===== src/rtl/asram_pkg.sv =====
package asram_pkg;

    typedef enum logic [1:0] {
        PH_IDLE    = 2'd0,
        PH_SETUP   = 2'd1,
        PH_STROBE  = 2'd2,
        PH_RECOVER = 2'd3
    } asram_phase_e;

    function automatic int max_of4(input int a, input int b, input int c, input int d);
        int m;
        m = a;
        if (b > m) m = b;
        if (c > m) m = c;
        if (d > m) m = d;
        return m;
    endfunction

endpackage


===== src/rtl/asram_phase_cnt.sv =====
module asram_phase_cnt #(
    parameter int CNT_W = 2
) (
    input  logic             clk,
    input  logic             rst_n,
    input  logic             load,
    input  logic [CNT_W-1:0] load_len,
    output logic             last
);
    logic [CNT_W-1:0] cnt_d, cnt_q;

    always_comb begin
        cnt_d = cnt_q;
        if (load) begin
            cnt_d = load_len - CNT_W'(1);
        end else if (cnt_q != '0) begin
            cnt_d = cnt_q - CNT_W'(1);
        end
    end

    always_ff @(posedge clk or negedge rst_n) begin
        if (!rst_n) begin
            cnt_q <= '0;
        end else begin
            cnt_q <= cnt_d;
        end
    end

    assign last = (cnt_q == '0);
endmodule


===== src/rtl/asram_lane_sel.sv =====
module asram_lane_sel #(
    parameter int LANES = 2
) (
    input  logic             is_write,
    input  logic [LANES-1:0] mask,
    output logic [LANES-1:0] sel_n
);
    for (genvar g = 0; g < LANES; g++) begin : g_lane
        // reads open every lane; writes open only masked-in lanes
        assign sel_n[g] = is_write ? ~mask[g] : 1'b0;
    end
endmodule


===== src/rtl/asram_rd_capture.sv =====
module asram_rd_capture #(
    parameter int DATA_W = 16
) (
    input  logic              clk,
    input  logic              rst_n,
    input  logic              capture,
    input  logic [DATA_W-1:0] din,
    output logic              vld,
    output logic [DATA_W-1:0] data
);
    logic              vld_d, vld_q;
    logic [DATA_W-1:0] data_d, data_q;

    always_comb begin
        vld_d  = capture;
        data_d = capture ? din : data_q;
    end

    always_ff @(posedge clk or negedge rst_n) begin
        if (!rst_n) begin
            vld_q  <= 1'b0;
            data_q <= '0;
        end else begin
            vld_q  <= vld_d;
            data_q <= data_d;
        end
    end

    assign vld  = vld_q;
    assign data = data_q;
endmodule


===== src/rtl/asram_ctrl.sv =====
module asram_ctrl
    import asram_pkg::*;
#(
    parameter int ADDR_W        = 18,
    parameter int DATA_W        = 16,
    parameter int SETUP_CYC     = 1,
    parameter int RD_STROBE_CYC = 2,
    parameter int WR_STROBE_CYC = 1,
    parameter int RECOVER_CYC   = 1
) (
    input  logic              clk,
    input  logic              rst_n,
    input  logic              req_valid,
    output logic              req_ready,
    input  logic              req_write,
    input  logic [ADDR_W-1:0] req_addr,
    input  logic [DATA_W-1:0] req_wdata,
    input  logic [1:0]        req_mask,
    output logic              rsp_valid,
    output logic [DATA_W-1:0] rsp_rdata,
    output logic [ADDR_W-1:0] mem_addr,
    output logic              mem_ce_n,
    output logic              mem_oe_n,
    output logic              mem_we_n,
    output logic              mem_ub_n,
    output logic              mem_lb_n,
    output logic [DATA_W-1:0] mem_dq_out,
    output logic              mem_dq_oe,
    input  logic [DATA_W-1:0] mem_dq_in
);
    localparam int LANES  = DATA_W / 8;
    localparam int MAX_PH = max_of4(SETUP_CYC, RD_STROBE_CYC, WR_STROBE_CYC, RECOVER_CYC);
    localparam int CNT_W  = $clog2(MAX_PH + 1);
    localparam logic [CNT_W-1:0] LEN_SETUP = CNT_W'(SETUP_CYC);
    localparam logic [CNT_W-1:0] LEN_RD    = CNT_W'(RD_STROBE_CYC);
    localparam logic [CNT_W-1:0] LEN_WR    = CNT_W'(WR_STROBE_CYC);
    localparam logic [CNT_W-1:0] LEN_REC   = CNT_W'(RECOVER_CYC);

    typedef struct packed {
        asram_phase_e       phase;
        logic               wr;
        logic [ADDR_W-1:0]  addr;
        logic [DATA_W-1:0]  wdata;
        logic [LANES-1:0]   sel_n;
        logic               ce_n;
        logic               oe_n;
        logic               we_n;
        logic               dq_oe;
        logic               ready;
    } ctrl_t;

    ctrl_t             ctl_d, ctl_q;
    logic              cnt_load;
    logic [CNT_W-1:0]  cnt_len;
    logic              cnt_last;
    logic              cap_d;
    logic [LANES-1:0]  lane_sel_n;

    asram_phase_cnt #(.CNT_W(CNT_W)) i_phase_cnt (
        .clk      (clk),
        .rst_n    (rst_n),
        .load     (cnt_load),
        .load_len (cnt_len),
        .last     (cnt_last)
    );

    asram_lane_sel #(.LANES(LANES)) i_lane_sel (
        .is_write (req_write),
        .mask     (req_mask[LANES-1:0]),
        .sel_n    (lane_sel_n)
    );

    asram_rd_capture #(.DATA_W(DATA_W)) i_rd_capture (
        .clk     (clk),
        .rst_n   (rst_n),
        .capture (cap_d),
        .din     (mem_dq_in),
        .vld     (rsp_valid),
        .data    (rsp_rdata)
    );

    always_comb begin
        ctl_d    = ctl_q;
        cnt_load = 1'b0;
        cnt_len  = '0;
        cap_d    = 1'b0;

        // phase sequencing
        unique case (ctl_q.phase)
            PH_IDLE: begin
                if (req_valid && ctl_q.ready) begin
                    ctl_d.phase = PH_SETUP;
                    ctl_d.wr    = req_write;
                    ctl_d.addr  = req_addr;
                    ctl_d.wdata = req_wdata;
                    ctl_d.sel_n = lane_sel_n;
                    cnt_load    = 1'b1;
                    cnt_len     = LEN_SETUP;
                end
            end
            PH_SETUP: begin
                if (cnt_last) begin
                    ctl_d.phase = PH_STROBE;
                    cnt_load    = 1'b1;
                    cnt_len     = ctl_q.wr ? LEN_WR : LEN_RD;
                end
            end
            PH_STROBE: begin
                if (cnt_last) begin
                    ctl_d.phase = PH_RECOVER;
                    cnt_load    = 1'b1;
                    cnt_len     = LEN_REC;
                    cap_d       = !ctl_q.wr;
                end
            end
            PH_RECOVER: begin
                if (cnt_last) begin
                    ctl_d.phase = PH_IDLE;
                    ctl_d.sel_n = '1;
                end
            end
            default: begin
                ctl_d.phase = PH_IDLE;
                ctl_d.sel_n = '1;
            end
        endcase

        // pin levels follow the phase being entered
        unique case (ctl_d.phase)
            PH_SETUP: begin
                ctl_d.ce_n  = 1'b0;
                ctl_d.oe_n  = 1'b1;
                ctl_d.we_n  = 1'b1;
                ctl_d.dq_oe = ctl_d.wr;
            end
            PH_STROBE: begin
                ctl_d.ce_n  = 1'b0;
                ctl_d.oe_n  = ctl_d.wr;
                ctl_d.we_n  = !ctl_d.wr;
                ctl_d.dq_oe = ctl_d.wr;
            end
            PH_RECOVER: begin
                ctl_d.ce_n  = 1'b0;
                ctl_d.oe_n  = 1'b1;
                ctl_d.we_n  = 1'b1;
                ctl_d.dq_oe = ctl_d.wr;
            end
            default: begin
                ctl_d.ce_n  = 1'b1;
                ctl_d.oe_n  = 1'b1;
                ctl_d.we_n  = 1'b1;
                ctl_d.dq_oe = 1'b0;
            end
        endcase
        ctl_d.ready = (ctl_d.phase == PH_IDLE);
    end

    always_ff @(posedge clk or negedge rst_n) begin
        if (!rst_n) begin
            ctl_q       <= '0;
            ctl_q.phase <= PH_IDLE;
            ctl_q.sel_n <= '1;
            ctl_q.ce_n  <= 1'b1;
            ctl_q.oe_n  <= 1'b1;
            ctl_q.we_n  <= 1'b1;
            ctl_q.dq_oe <= 1'b0;
            ctl_q.ready <= 1'b1;
        end else begin
            ctl_q <= ctl_d;
        end
    end

    assign req_ready  = ctl_q.ready;
    assign mem_addr   = ctl_q.addr;
    assign mem_ce_n   = ctl_q.ce_n;
    assign mem_oe_n   = ctl_q.oe_n;
    assign mem_we_n   = ctl_q.we_n;
    assign mem_lb_n   = ctl_q.sel_n[0];
    assign mem_ub_n   = ctl_q.sel_n[LANES-1];
    assign mem_dq_out = ctl_q.wdata;
    assign mem_dq_oe  = ctl_q.dq_oe;
endmodule


===== config.mk =====
export PLATFORM = sky130hd
export DESIGN_NAME = asram_ctrl
export DESIGN_NICKNAME = d
export VERILOG_FILES = /design/src/rtl/asram_pkg.sv /design/src/rtl/asram_phase_cnt.sv /design/src/rtl/asram_lane_sel.sv /design/src/rtl/asram_rd_capture.sv /design/src/rtl/asram_ctrl.sv
export SDC_FILE = /design/constraint.sdc
export NUM_CORES = 1
export LEC_CHECK = 0
export ABC_AREA = 1
export BUFFER_PORTS_ARGS = -buffer_cell sky130_fd_sc_hd__clkbuf_2
export CAP_MARGIN = 20
export CORE_ASPECT_RATIO = 0.75
export CORE_MARGIN = 3
export CORE_UTILIZATION = 34
export CTS_BUF_LIST = sky130_fd_sc_hd__clkbuf_4 sky130_fd_sc_hd__clkbuf_8 sky130_fd_sc_hd__clkbuf_16
export CTS_CLUSTER_SIZE = 12
export DETAILED_ROUTE_END_ITERATION = 8
export PLACE_DENSITY_LB_ADDON = 0.3
export SETUP_SLACK_MARGIN = 0.3
export SLEW_MARGIN = 20
export SYNTH_ARGS = -nofsm -noshare
export SYNTH_HDL_FRONTEND = slang
export SYNTH_SLANG_ARGS = --single-unit

===== constraint.sdc =====
create_clock -name clk -period 2.21 [get_ports clk]
set_clock_uncertainty 0.05 [all_clocks]
set_input_delay 0.442 -clock clk [delete_from_list [all_inputs] [get_ports clk]]
set_output_delay 0.442 -clock clk [all_outputs]
set_load 0.005 [all_outputs]

---- Word-level counts from Yosys, hierarchy flattened ----
Index checks and enable logic that the tools add are counted.
cells by class
  add/subtract/negate cells ............... 2
  equality and inequality tests ........... 8
  muxes and demuxes ....................... 23
  bitwise gates (word level) .............. 2
  reduce and logical (&&, ||, !) cells .... 13
operators by type and width
  operator               number
  $mux W39               1
  $mux W35               1
  $mux W2                8
  $eq A2 B2 Y1 const B   4
  $mux W1                8
  $pmux W2 S4            1
  $pmux W4 S2            1
  $logic_not A2 Y1       3
  $pmux W2 S3            1
  $reduce_bool A2 Y1     3
  $eq A2 B1 Y1 const B   2
  $ne A2 B2 Y1 const B   2
  $pmux W2 S2            1
  $reduce_or A2 Y1       2
  $sub A2 B1 Y2 const B  2
  $reduce_and A3 Y1      1
  $logic_not A1 Y1       2
  $not A1 Y1             2
  $pmux W1 S2            1
  $reduce_and A2 Y1      1
  $logic_and A1 B1 Y1    1
storage, ports and cells
  register bits ........................... 63
  bits of input ports ..................... 56
  output and inout bits ................... 58
  logic and storage cells ................. 61

---- Depth between registers and ports, before layout ----
Gate-level depths: netlist (run 1).
  depth after elaboration ................. 7
  depth in mapped cells ................... 11

---- Cells and area by module ----
From an unflattened synthesis (run 1), not the netlist that was laid out.
second synthesis, totals
  cell total of the unflattened synthesis .. 263
  area, all modules ....................... 2874.0 um2
modules (own cells, without submodules)
  module            times used  cells each  area each (um2)  sequential area each (um2)
  asram_ctrl        1           173         2077.0           1082.3
  asram_rd_capture  1           69          669.4            425.4
  asram_phase_cnt   1           18          116.4            50.0
  asram_lane_sel    1           3           11.3             0.0

---- Least setup slack after synthesis (run 1) ----
OpenSTA, ideal clock, no wires.
  path type ............................... register -> register
  start point ............................. register ctl_q[42] (netlist bit)
  end point ............................... register i_phase_cnt.cnt_q[1]
  setup time .............................. 0.113 ns
  data arrival time ....................... 1.278 ns
  data required time ...................... 2.047 ns
  slack ................................... 0.769 ns
  stages on the path, launching flop included .. 11
  path buffers ............................ 1
  period minus slack after synthesis ...... 1.441 ns
  path through ............................ dfrtp_1 inv_1 ha_1 nand3_2 buf_4 nand2_1 nand3_1 nand2_1 nand2_1 nand2_1 inv_1
between the ends
  cells in the longest elaborated chain, start to end .. 4
RTL lines
  element                                                 line                                     source
  start: declaration                                      asram_ctrl.sv:52                         ctrl_t ctl_d, ctl_q;
  start signal: assignment                                asram_ctrl.sv:169                        ctl_q <= ctl_d;
  $eq A2 B2 Y1, or another cell as far along              asram_ctrl.sv:89                         unique case (ctl_q.phase)
  $pmux W2 S3 / $reduce_or A2 Y1 (equally long branches)  --
  $sub A2 B1 Y2 / $pmux W1 S2 (equally long branches)     asram_phase_cnt.sv:15, asram_ctrl.sv:89
  $mux W2 / $reduce_bool A2 Y1 (equally long branches)    --
  end signal: assignment                                  asram_phase_cnt.sv:25                    cnt_q <= cnt_d;
  end: declaration                                        asram_phase_cnt.sv:10                    logic [CNT_W-1:0] cnt_d, cnt_q;
Parallel ways exist; a longest one is shown, timed or not.
A chain may end at the register's enable or synchronous reset.

---- Worst setup path after layout (run 1) ----
  start point ............................. register ctl_q[42] (netlist bit)
  end point ............................... register ctl_q, in the netlist mem_lb_n
between the ends
  cells in the longest elaborated chain, start to end .. 3
RTL lines
  element                                                                     line
  $eq A2 B2 Y1 / $logic_not A2 Y1 (equally long branches)                     asram_ctrl.sv:89
  $ne A2 B2 Y1 (no source line) / $reduce_bool A2 Y1 (equally long branches)  --
  $reduce_and A3 Y1 (no source line)                                          --
Parallel ways exist; a longest one is shown, timed or not.

==> out/summary.json, run 1 <==
{
  "timing": {
    "fin_worst_hold_slack_ns": 0.06095,
    "final_max_slew_viol_count": 0,
    "worstMarginPinSlew_ns": 0.5925,
    "final_hold_viol_count": 0,
    "period_share_pct": 75.71,
    "rsz0062_at_grt": "false",
    "setup_violating_endpoint_count_in_the_final_report": 0,
    "final.min_clock_period_ns": 1.673,
    "final.setup.tns_ns": 0,
    "achievable-frequency_mhz": 597.7,
    "worst_slew_margin_rel_pct": 60.50
  },
  "drt": {
    "drtIter0Drc": 179,
    "drc": 0,
    "detail_route.wl_per_cell_um": 11.70,
    "total_number_of_vias": 2212,
    "routed_wl_um": 6097,
    "per_cell_via_count_in_the_routed_design": 4.246,
    "detail_route.first_pass.iterations": 5,
    "detail-route-antenna-nets": 0
  },
  "synthesis": {
    "yosysWarningCount": 0,
    "synthAdderAreaFrac_pct": 2.219,
    "yosysSeqAreaShare_pct": 55.26,
    "syn_area_per_cell_um2": 8.621,
    "multiplexer_fraction_of_the_synthesized_cell_area_pct": 0,
    "post_synth_num_cell_types": 23,
    "yosys.area_share.xor_xnor_pct": 0,
    "synth_nets": 388,
    "synth-simple-area-share_pct": 27.21,
    "synth_top_family_by_area": "simple AND/OR/NAND/NOR gates",
    "synth_compound_gate_area_share_pct": 2.042,
    "yosys_register_bits": 62,
    "synthCells": 327,
    "synthesis.area_um2": 2819
  },
  "finish": {
    "syn2layout_area_growth_pct": 23.08,
    "antenna-diode-count": 0,
    "final_net_count": 472,
    "final_cell_mix": "169 x nand2_1, 112 x clkbuf_2, 57 x dfrtp_1",
    "final_area_um2": 3470,
    "final_layout_size_suffix_gt1_share_pct": 35.58,
    "final_common_cell": "nand2_1"
  },
  "worst_setup_path": {
    "path_common_cell": "o21ai_1",
    "worstPathCellList": "inv_1, ha_1, nand3_4, buf_12, o21ai_0, o21ai_1, nand2_1, o21ai_1",
    "critical_path.max_stage_delay_ns": 0.41,
    "critical_path.startpoint_type": "register",
    "setup.worst_path.end_class": "register",
    "timing.critical_path.slowest_stage_cell": "dfrtp_1",
    "cp_data_required_time_ns": 2.42,
    "crit_path_max_fanout": 34,
    "worst_ep_arrival_time_ns": 1.89,
    "timing.setup.critical_path_class": "register to register"
  },
  "cts": {
    "cts_buffers": 9,
    "post_cts_buffers": 0,
    "clock_sink_count": 62,
    "cts_root_buffer": "clkbuf_8",
    "tritoncts": "done",
    "clk_transition_reported_paths_ns": 0.07,
    "postCtsHoldBufs": 0,
    "cts_buffer_depth": 2,
    "worst_skew_pair.late_latency_ns": 0.33,
    "h-tree-depth": 3,
    "cts_resized": 0
  },
  "power": {
    "power_density_nw_per_um2": 1402,
    "seq_power_share_pct": 41.2,
    "combPwrFrac_pct": 38.2,
    "report.power.total_w": 0.004864,
    "static-leakage-power_nw": 1.999,
    "p_sw_share_pct": 37.24,
    "worst_ir_drop_vdd_v": 0.0004904,
    "clock_power_share_pct": 20.6,
    "internal_power_w": 0.003053,
    "p_switching_w": 0.001811
  },
  "placement": {
    "detailed_place_hpwl_um": 4549,
    "port_bufs": 113,
    "gp_congestion": 0.7721,
    "dpl-instance-area_um2": 3238
  },
  "global_routing": {
    "global_route_wire_length_before_repair_um": 10540,
    "antenna_found_initial": 0,
    "grt_use_total_pct": 13.93,
    "grt_pass1_vias": 2190,
    "grt_start_max_net_pins": 35,
    "globalRoute.totalOverflow": 0
  },
  "die": {
    "fp.dieArea_um2": 9431,
    "initial_core_util_pct": 35.29,
    "chipWidth_um": 111.1,
    "io_pins": 114,
    "core_area_um2": 7988,
    "dieHeight_um": 84.86,
    "placementRows": 28
  },
  "run_status": {
    "status": "completed"
  },
  "flow_run": {
    "max_capacitance_violation_total": 0
  },
  "hold_path": {
    "hold_removal_path_class": "input port to asynchronous set/reset pin"
  }
}
[power groups by stage]
stage,Sequential (W),Combinational (W),Clock [W]
2_1_floorplan,0.00196,0.00150,0
3_3_place_gp,0.00201,0.00183,0
3_5_place_dp,0.00201,0.00187,0
4_1_cts,0.00200,0.00187,0.00105
5_1_grt,0.00207,0.00215,0.00111
6_report,0.00200,0.00186,0.00100
[registers in the layout, summed over array words and instances (netlist names), 2 cells and up]
signal,count
ctl_q,3
i_rd_capture.data,16
mem_addr,18
i_phase_cnt.cnt_q,2
mem_dq_out,16
[per-layer routing]
| metal | wire length [µm] | global-route usage (%) | vias up | share of wire (%) |
|---|---|---|---|---|
| met3 | 639 | 7.627 | 4 | 10 |
| met2 | 2506 | 20.15 | 91 | 41 |
| met4 | 28 | 2.652 | 0 | 0.46 |
| li1 | - | - | 1127 | - |
| met1 | 2923 | 18.71 | 990 | 48 |
| met5 | 0 | 0 | - | 0 |
[critical path: cells and delay by family, from the launching register on]
family | cells | cell delay, ns
adder cells (fa/ha/maj) | 1 | 0.27
AND/OR/NAND/NOR | 2 | 0.24
buffers and inverters | 2 | 0.29
AO/OA/AOI/OAI | 3 | 0.35
flip-flops | 1 | 0.41
[final timing paths]
path,start,depth (start not counted),slack [ns],endpoint
setup / recovery,ctl_q[42]$_DFF_PN0_,8,0.54,mem_lb_n$_DFFE_PN1P_
hold / removal,rst_n,1,0.06,mem_addr[11]$_DFFE_PN0P_
setup reg to reg,ctl_q[42]$_DFF_PN0_,8,0.54,mem_lb_n$_DFFE_PN1P_
hold reg to reg,mem_ub_n$_DFFE_PN1P_,2,0.43,mem_ub_n$_DFFE_PN1P_
max in group asynchronous,rst_n,2,1.44,mem_dq_out[14]$_DFFE_PN0P_
min in group clk,mem_dq_in[5],3,0.25,i_rd_capture.data[5]$_DFFE_PN0P_
[synth_stat cells]
cell type  instances  share of area (%)
clkinv_2           1               0.18
nand2_2            3               0.67
buf_8              1               0.53
nand2_1          169                 23
o21ai_1            3               0.53
nor2_4             1               0.40
a31oi_1            1               0.22
nor2_2             1               0.22
o21ai_0            2               0.36
inv_1             12                1.6
nand3_2            1               0.36
nor2_1             9                1.2
a211oi_1           1               0.27
ha_1               5                2.2
dfrtp_1           57                 51
dfstp_2            5                4.7
nand3_4            1               0.62
a21oi_2            1               0.31
buf_2              7                1.2
nand3_1            7                1.2
a21oi_1            2               0.36
inv_2              1               0.13
buf_4             36                9.6
[through the flow]
stage	util [%]	cells	setup slack, ns
after floorplan	-	327	0.7690
after global placement	40.54	505	0.4348
after detailed placement	40.54	505	0.3722
after CTS	43.09	521	0.3531
after global routing	43.44	521	0.3504
final	43.44	521	0.5369
[cells by family after synthesis]
logic type               Yosys count
adder cells (fa/ha/maj)            5
AND/OR/NAND/NOR                  192
flip-flops                        62
buffers and inverters             58
AO/OA/AOI/OAI                     10
[area by class of cell]
cell class,instances,area [µm²]
sequential,62,1558
inverter,14,61.31
fill,795,4518
multi-input combinational,207,894.6
clock inverter,5,58.81
timing repair buffer,117,620.6
clock buffer,11,145.1
tap,105,131.4
(Power assumes the default switching activity.)
==> inputs of run 2 (changes only) <==
==> constraint.sdc (replaced) <==
create_clock -name clk -period 1.65 [get_ports clk]
set_clock_uncertainty 0.05 [all_clocks]
set_input_delay 0.33 -clock clk [delete_from_list [all_inputs] [get_ports clk]]
set_output_delay 0.33 -clock clk [all_outputs]
set_load 0.005 [all_outputs]
==> run 2 against run 1 <==
Via count grew 5.4%. Maximum frequency grew 11%. Utilization grew 2.8 points. Register-to-register slack lost 0.39 ns. Critical path type unchanged. Largest cell class unchanged.
==> out/summary.json, run 2 (synthesis results as in run 1) <==
{
  "run_status": {
    "status": "completed"
  },
  "finish": {
    "syn2layout_area_growth_pct": 31.03,
    "final_net_count": {"value": 488, "change": "+3.4%"},
    "final_layout_size_suffix_gt1_share": {"value": 41.63, "unit": "%", "change": "+6.1 points"},
    "final_cell_mix": "165 x nand2_1, 111 x clkbuf_2, 57 x dfrtp_1",
    "largest_reg_flops": {"value": 18, "change": "unchanged"},
    "final_common_cell": "nand2_1",
    "postLayoutCoreUtil": {"value": 46.24, "unit": "%", "change": "+2.8 points"},
    "antenna-diode-count": {"value": 0, "change": "unchanged"}
  },
  "global_routing": {
    "grt_pass1_vias": {"value": 2290, "change": "+4.6%"},
    "grt_start_max_net_pins": {"value": 47, "change": "+34%"},
    "antenna_found_initial": {"value": 0, "change": "unchanged"},
    "global_route_wire_length_before_repair": {"value": 11120, "unit": "µm", "change": "+5.4%"},
    "grt_use_total": {"value": 14.76, "unit": "%", "change": "+0.83 points"},
    "globalRoute.totalOverflow": {"value": 0, "change": "unchanged"}
  },
  "cts": {
    "tritoncts": "done",
    "worst_skew_pair.late_latency": {"value": 0.33, "unit": "ns", "change": "about the same"},
    "clk_transition_reported_paths": {"value": 0.07, "unit": "ns", "change": "about the same"},
    "cts_buffers": {"value": 9, "change": "unchanged"},
    "cts_root_buffer": "clkbuf_8",
    "clock_sink_count": {"value": 62, "change": "unchanged"},
    "h-tree-depth": {"value": 3, "change": "unchanged"},
    "cts_buffer_depth": {"value": 2, "change": "unchanged"}
  },
  "timing": {
    "achievable-frequency": {"value": 665.7, "unit": "MHz", "change": "+11%"},
    "rsz0062_at_grt": "true",
    "final_hold_viol_count": {"value": 0, "change": "unchanged"},
    "period_share": {"value": 91.04, "unit": "%", "change": "+15 points"},
    "final.min_clock_period": {"value": 1.502, "unit": "ns", "change": "-0.1710 ns"},
    "worst_slew_margin_rel": {"value": 79.38, "unit": "%", "change": "+19 points"},
    "final_max_slew_viol_count": {"value": 0, "change": "unchanged"},
    "fin_worst_hold_slack": {"value": 0.1347, "unit": "ns", "change": "+0.07377 ns"},
    "final.setup.tns": {"value": 0, "unit": "ns", "change": "unchanged"},
    "setup_violating_endpoint_count_in_the_final_report": {"value": 0, "change": "unchanged"},
    "worstMarginPinSlew": {"value": 0.3075, "unit": "ns", "change": "-0.2850 ns"}
  },
  "placement": {
    "port_bufs": {"value": 113, "change": "unchanged"},
    "detailed_place_hpwl": {"value": 4613, "unit": "µm", "change": "+1.4%"},
    "gp_congestion": {"value": 0.8897, "change": "+15%"}
  },
  "drt": {
    "drtIter0Drc": {"value": 129, "change": "-28%"},
    "drc": {"value": 0, "change": "unchanged"},
    "total_number_of_vias": {"value": 2332, "change": "+5.4%"},
    "detail_route.wl_per_cell": {"value": 12.49, "unit": "µm", "change": "+6.8%"},
    "per_cell_via_count_in_the_routed_design": {"value": 4.359, "change": "+2.7%"},
    "detail_route.first_pass.iterations": {"value": 4, "change": "-1"},
    "detail-route-antenna-nets": {"value": 0, "change": "unchanged"},
    "routed_wl": {"value": 6684, "unit": "µm", "change": "+9.6%"}
  },
  "worst_setup_path": {
    "critical_path.startpoint_type": "register",
    "critical_path.reg2reg.endpoint": "mem_dq_oe$_DFF_PN0_",
    "setup.reg_to_reg.worst_slack": {"value": 0.15, "unit": "ns", "change": "-0.39 ns"},
    "crit_path_max_fanout": {"value": 7, "change": "-79%"},
    "r2r_start": "ctl_q[43]$_DFF_PN0_",
    "worst_reg_to_reg_path_cell_count": {"value": 8, "change": "unchanged"},
    "worst_ep_arrival_time": {"value": 1.68, "unit": "ns", "change": "-0.21 ns"},
    "cp_data_required_time": {"value": 1.83, "unit": "ns", "change": "-0.59 ns"},
    "timing.setup.critical_path_class": "register to register",
    "setup.worst_path.end_class": "register"
  },
  "die": {
    "io_pins": {"value": 114, "change": "unchanged"},
    "placementRows": {"value": 28, "change": "unchanged"},
    "fp.dieArea": {"value": 9431, "unit": "µm²", "change": "unchanged"},
    "core_area": {"value": 7988, "unit": "µm²", "change": "unchanged"},
    "dieHeight": {"value": 84.86, "unit": "µm", "change": "unchanged"},
    "chipWidth": {"value": 111.1, "unit": "µm", "change": "unchanged"},
    "initial_core_util": {"value": 35.29, "unit": "%", "change": "unchanged"}
  },
  "power": {
    "power_density": {"value": 1903, "unit": "nW/µm²", "change": "+36%"},
    "clock_power_share": {"value": 17.3, "unit": "%", "change": "-3.3 points"},
    "p_switching": {"value": 0.002661, "unit": "W", "change": "+47%"},
    "seq_power_share": {"value": 38.2, "unit": "%", "change": "-3.0 points"},
    "combPwrFrac": {"value": 44.6, "unit": "%", "change": "+6.4 points"},
    "worst_ir_drop_vdd": {"value": 0.0007015, "unit": "V", "change": "+43%"},
    "p_sw_share": {"value": 37.87, "unit": "%", "change": "+0.63 points"},
    "static-leakage-power": {"value": 2.084, "unit": "nW", "change": "+4.3%"},
    "internal_power": {"value": 0.004366, "unit": "W", "change": "+43%"},
    "report.power.total": {"value": 0.007027, "unit": "W", "change": "+44%"}
  },
  "hold_path": {
    "min_path_cells": 3,
    "min_delay_src": "mem_dq_in[10]",
    "min_to": "i_rd_capture.data[10]$_DFFE_PN0P_",
    "hold_removal_path_class": "input port to register"
  },
  "flow_run": {
    "max_capacitance_violation_total": {"value": 0, "change": "unchanged"}
  }
}
## run 2: changes by cell type in the layout (fill, tap and decap cells not counted), moves of 3 or more
cell     previous run  this run
buf_6               0         8
inv_2               0         4
inv_1              12         8
nand2_1           169       165
ha_1                5         1
nand2_4             0         3
buf_4               2        11
## run 2: stage by stage
step           cells  worst slack [ns]  area (µm²)
2_1_floorplan    327            0.2404        2830
3_3_place_gp     508            0.1780        3268
3_5_place_dp     508            0.1021        3268
4_1_cts          529            0.2099        3573
5_1_grt          535           0.03367        3694
6_report         535            0.1479        3694
## run 2: repair_timing
item	4_1_cts	5_1_grt
hold buffers	1	0
cloned	0	0
pin swaps	0	9
gates resized for setup	19	21
buffers inserted	6	6
hold endpoints to repair	57	0
setup endpoints to repair	67	66
## run 2: how the worst max path moves through the flow
stage | start | end | cells past startpoint
after floorplan | ctl_q[42]$_DFF_PN0_ | i_phase_cnt.cnt_q[1]$_DFFE_PN0P_ | 10
after global placement | ctl_q[43]$_DFF_PN0_ | mem_dq_oe$_DFF_PN0_ | 8
after detailed placement | ctl_q[42]$_DFF_PN0_ | mem_addr[16]$_DFFE_PN0P_ | 7
after CTS | mem_ce_n$_DFF_PN1_ | mem_ce_n | 1
after global routing | ctl_q[42]$_DFF_PN0_ | mem_dq_oe$_DFF_PN0_ | 8
final | ctl_q[43]$_DFF_PN0_ | mem_dq_oe$_DFF_PN0_ | 8
## run 2: power groups by stage
stage | Combinational, W | Clock, W | Sequential, W
detailed placement | 0.00257 | 0 | 0.00269
finish | 0.00313 | 0.00121 | 0.00268
global route | 0.00356 | 0.00134 | 0.00278
CTS | 0.00281 | 0.00127 | 0.00267
floorplan | 0.00203 | 0 | 0.00263
global placement | 0.00251 | 0 | 0.00268
## run 2: worst max-delay path, cell delays in order (launching register included)
cell and delay, ns:
dfrtp_1 0.44, inv_2 0.09, ha_4 0.18, nand3_4 0.14
inv_6 0.06, a31oi_4 0.15, nand2_2 0.10, nor2_2 0.13
nor2_1 0.05
## run 2: layer usage
layer  up-vias  share of wire (%)  GRT usage, %
met3         7                 10         7.128
met4         0               0.91         4.088
li1       1159                  -             -
met1      1063                 46         20.24
met5         -                  0             0
met2       103                 43         20.93
## run 2: final cells by class
cell class | count | area, µm²
Fill cell | 792 | 4294
Sequential cell | 62 | 1558
Multi-Input combinational cell | 207 | 983.4
Timing Repair Buffer | 133 | 773.2
Clock buffer | 13 | 172.7
Tap cell | 105 | 131.4
Inverter | 14 | 70.07
Clock inverter | 1 | 5.005
